<file path="config.mk">
export PLATFORM = sky130hd
export DESIGN_NAME = mul_scratch_port
export DESIGN_NICKNAME = d
export VERILOG_FILES = /design/src/rtl/mul_scratch_port.sv
export SDC_FILE = /design/constraint.sdc
export NUM_CORES = 1
export LEC_CHECK = 0
export ABC_AREA = 0
export BUFFER_PORTS_ARGS = -buffer_cell sky130_fd_sc_hd__buf_2
export CAP_MARGIN = 20
export CORE_ASPECT_RATIO = 1.75
export CORE_MARGIN = 2
export CORE_UTILIZATION = 64
export CTS_CLUSTER_DIAMETER = 120
export DETAILED_ROUTE_END_ITERATION = 8
export PLACE_DENSITY = 0.87
export SYNTH_ARGS = -nofsm -noshare
export SYNTH_HDL_FRONTEND = slang
export SYNTH_SLANG_ARGS = --single-unit
</file>
<file path="constraint.sdc">
create_clock -name clk -period 10.3 [get_ports clk]
set_input_delay 0 -clock clk [delete_from_list [all_inputs] [get_ports clk]]
set_output_delay 0 -clock clk [all_outputs]
set_load 0.01 [all_outputs]
</file>
<file path="src/rtl/mul_scratch_port.sv">
module mul_scratch_port #(
  parameter int OFS_W  = 13,
  parameter int DATA_W = 8,
  parameter int SW_W   = 2
) (
  input  logic              clk,
  input  logic              rst_n,
  input  logic [OFS_W-1:0]  addr,
  input  logic              wr_en,
  input  logic              rd_en,
  input  logic [DATA_W-1:0] wdata,
  input  logic [DATA_W-1:0] bus_last,
  input  logic [SW_W-1:0]   switches,
  output logic [DATA_W-1:0] rdata
);
  localparam int PROD_W = 2 * DATA_W;
  localparam int SUB_W  = 3;

  logic [DATA_W-1:0] op_a, op_b, scratch;
  logic [PROD_W-1:0] product;
  logic              in_regs, in_sw;
  logic [SUB_W-1:0]  sub;

  assign in_regs = addr[OFS_W-1 -: 2] == 2'b11;
  assign in_sw   = addr[OFS_W-1 -: 2] == 2'b10;
  assign sub     = addr[SUB_W-1:0];
  assign product = op_a * op_b;

  always_ff @(posedge clk) begin
    if (!rst_n) begin
      op_a    <= '0;
      op_b    <= '0;
      scratch <= '0;
    end else if (wr_en && in_regs) begin
      case (sub)
        3'd0: op_a    <= wdata;
        3'd1: op_b    <= wdata;
        3'd3: scratch <= wdata;
        default: ;
      endcase
    end
  end

  always_comb begin
    rdata = bus_last;
    if (rd_en) begin
      if (in_sw)
        rdata = {switches, bus_last[DATA_W-SW_W-1:0]};
      else if (in_regs) begin
        case (sub)
          3'd0: rdata = product[DATA_W-1:0];
          3'd1: rdata = product[PROD_W-1:DATA_W];
          3'd3: rdata = scratch;
          default: rdata = bus_last;
        endcase
      end
    end
  end
endmodule


</file>
==> flow_summary.json <==
{
  "first_pass_iters": 6,
  "fmax_mhz": 191,
  "clkTransAtPathRegs_ns": 0.09,
  "finalHoldViolCount": 0,
  "cp-end-kind": "output port",
  "antenna_found_initial": 0,
  "reg2reg_depth": 2,
  "grt_max_degree": 25,
  "cts_buffer_depth": 2,
  "syn_area_sq_mm": 0.00334,
  "area_growth_syn_to_layout_pct": 8.33,
  "p_leak_nw": 1.78,
  "ys_ff_latch": 24,
  "syn_nets": 477,
  "final_util": 0.726,
  "crit_top_cell": "fa_1",
  "ys.flop_type": "dfxtp_1",
  "timing.final.crit_share": 0.508,
  "cts_setup_buffers": 0,
  "status": "completed",
  "routed_wl_mm": 7.69,
  "cts_tree": "done",
  "via_per_inst": 5.96,
  "max_stage_delay_ns": 0.60,
  "slew_violations": 0,
  "drive_above_1_share": 0.125,
  "holdPathStages": 3,
  "synth.avg_cell_area_sq_um": 9.02,
  "switching_power_uw": 46.5,
  "path_cells": "nand2_1 > fa_1 > fa_1 > inv_1 > fa_1 > inv_1 > fa_1 > inv_1 > ha_1 > o21ai_0 > o21ai_1 > a31oi_1 > o41ai_1 > a2bb2oi_1 > o41ai_1 > buf_2",
  "initial_core_util": 0.670,
  "skew_ns": 0,
  "design_area_sq_mm": 0.00361,
  "fin_crit_ns": 5.23,
  "critPathMaxFanout": 9,
  "cp-start-kind": "flip-flop",
  "combPwrFrac": 0.119,
  "top_layer_used": "met4",
  "tightestPinTransition_ns": 0.607,
  "min_path_type": "in -> reg",
  "wire_per_inst_um": 16.9,
  "numCtsBuffers": 3,
  "grt_pass1_wl_mm": 13.4,
  "insertion_delay_ns": 0.27,
  "vias": 2712,
  "switching_share": 0.230,
  "power_density_mw_per_mm2": 56.1,
  "layout.nets": 509,
  "synth_seq_area_share": 0.144,
  "die_h_um": 99.5,
  "io-pin-count": 43,
  "crit_type": "reg -> out",
  "drtIter0Drc": 111,
  "rsz0062_at_grt": "false",
  "ant_nets": 0,
  "grt_pass1_vias": 2950,
  "cts_resized": 0,
  "drc": 0,
  "place_congestion": 0.840,
  "crit_slowest_cell": "o41ai_1",
  "synth_cell_types": 50,
  "num-fill-cells": 376,
  "route.met2.wl_mm": 4.17,
  "track_usage": 0.295,
  "portBuffers": 34,
  "critPathArrivalTime_ns": 5.23,
  "overflow": 0,
  "clkPwrFrac": 0.414,
  "wl_met1_mm": 2.87,
  "synth_cells": 370,
  "clockRootBuffer": "clkbuf_8",
  "worstPathRequired_ns": 10.30,
  "drv_cap": 0,
  "diodes": 0,
  "multiInputGateArea_sq_mm": 0.00262,
  "wl_met3_um": 309,
  "synth_edf_count": 0,
  "seqCellArea_sq_um": 480,
  "place_area_sq_mm": 0.00354,
  "vdd_drop_max_mv": 0.0816,
  "max-slew-margin-rel": 0.590,
  "ys_warn_count": 0,
  "finalSetupTns_ns": 0,
  "h-tree-depth": 1,
  "seqPwrFrac": 0.467,
  "finalSetupViolCount": 0,
  "die-area_sq_mm": 0.00583,
  "hold-worst-slack_ns": 0.0177,
  "core_sq_mm": 0.00498,
  "async_flop_share": 0,
  "place_hpwl_mm": 6.30,
  "p_int_uw": 156,
  "clock_sinks": 24,
  "hold_buffers": 0,
  "die_w_um": 58.6,
  "rows": 34
}
per-layer routing:
metal | track usage | up-vias
li1 | - | 1286
met1 | 0.345 | 1295
met2 | 0.531 | 100
met3 | 0.0260 | 31
met4 | 0.128 | 0
met5 | 0 | -
critical path: cells and delay by family (launching register included):
kind / cells / cell delay, ns
flip-flops: 1 / 0.55
adder cells (fa/ha/maj): 5 / 2.51
buffers and inverters: 4 / 0.35
AO/OA/AOI/OAI: 6 / 1.42
AND/OR/NAND/NOR: 1 / 0.14
cell type report:
class	instances	share of cell area
clock buffers	3	0.0114
clock inverters	1	0.00831
flip-flops and latches	24	0.133
inverters	55	0.0571
repair buffers	34	0.0471
multi-input cells	284	0.724
well taps	54	0.0187
cell usage after synthesis (2+ instances only):
cell,instances,area [sq um]
ha_1,36,450
mux2i_1,25,250
a21o_2,2,17.5
o41ai_1,2,17.5
nor2b_1,25,156
a21oi_1,9,45.0
a21o_1,3,22.5
nand3_1,5,25.0
buf_2,3,15.0
and3_1,3,18.8
clkbuf_1,3,11.3
fa_1,36,721
xor2_1,4,35.0
nand2_1,20,75.1
nor2_1,12,45.0
a31oi_1,4,25.0
xnor2_1,4,35.0
a211oi_1,4,30.0
and2_1,51,319
mux2_2,2,22.5
dfxtp_1,24,480
inv_1,55,206
o21ai_0,7,35.0
a22oi_1,4,30.0
nand2b_1,2,12.5
placed cells by master (no fill, tap or decap), types with 2 or more instances in the layout:
master,count
ha_1,36
a21o_1,3
xnor2_1,4
fa_1,36
dfxtp_1,24
o41ai_1,2
a31oi_1,4
a22oi_1,4
inv_1,55
mux2i_1,25
and3_1,3
buf_2,34
and2_1,51
a21oi_1,9
nand2_1,20
nand2b_1,2
clkbuf_8,3
a21o_2,2
o21ai_0,7
xor2_1,4
nor2b_1,25
a211oi_1,4
nor2_1,12
mux2_2,2
nand3_1,5
metrics by stage:
step	power, mW	std cells	worst slack [ns]
finish	0.203	455	5.07
global route	0.207	455	4.77
CTS	0.201	455	5.10
detailed placement	0.121	451	5.44
global placement	0.120	451	5.50
floorplan	0.109	370	5.94
worst paths after layout:
path | startpoint | endpoint | slack (ns)
max | op_a[0] | rdata[7] | 5.07
min | wdata[3] | op_b[3] | 0.02
max reg2reg | op_a[2] | op_a[2] | 9.42
min reg2reg | scratch[6] | scratch[6] | 0.54
flip-flops by register name, indices dropped and copies added, names as in the netlist:
name / cells
op_a: 8
op_b: 8
scratch: 8
power by group through the flow:
stage / Combinational [mW] / Sequential [mW] / Clock [mW]
3_5_place_dp: 0.0238 / 0.0968 / 0
3_3_place_gp: 0.0232 / 0.0968 / 0
6_report: 0.0241 / 0.0947 / 0.0839
5_1_grt: 0.0262 / 0.0948 / 0.0861
2_1_floorplan: 0.0124 / 0.0962 / 0
4_1_cts: 0.0239 / 0.0946 / 0.0822
cells by family after synthesis:
family,share of synthesized area
flip-flops,0.144
buffers and inverters,0.0713
adder cells (fa/ha/maj),0.351
AO/OA/AOI/OAI,0.119
multiplexers,0.0818
AND/OR/NAND/NOR,0.212
XOR/XNOR,0.0210
Note: power is estimated with default switching activity, not from simulation.
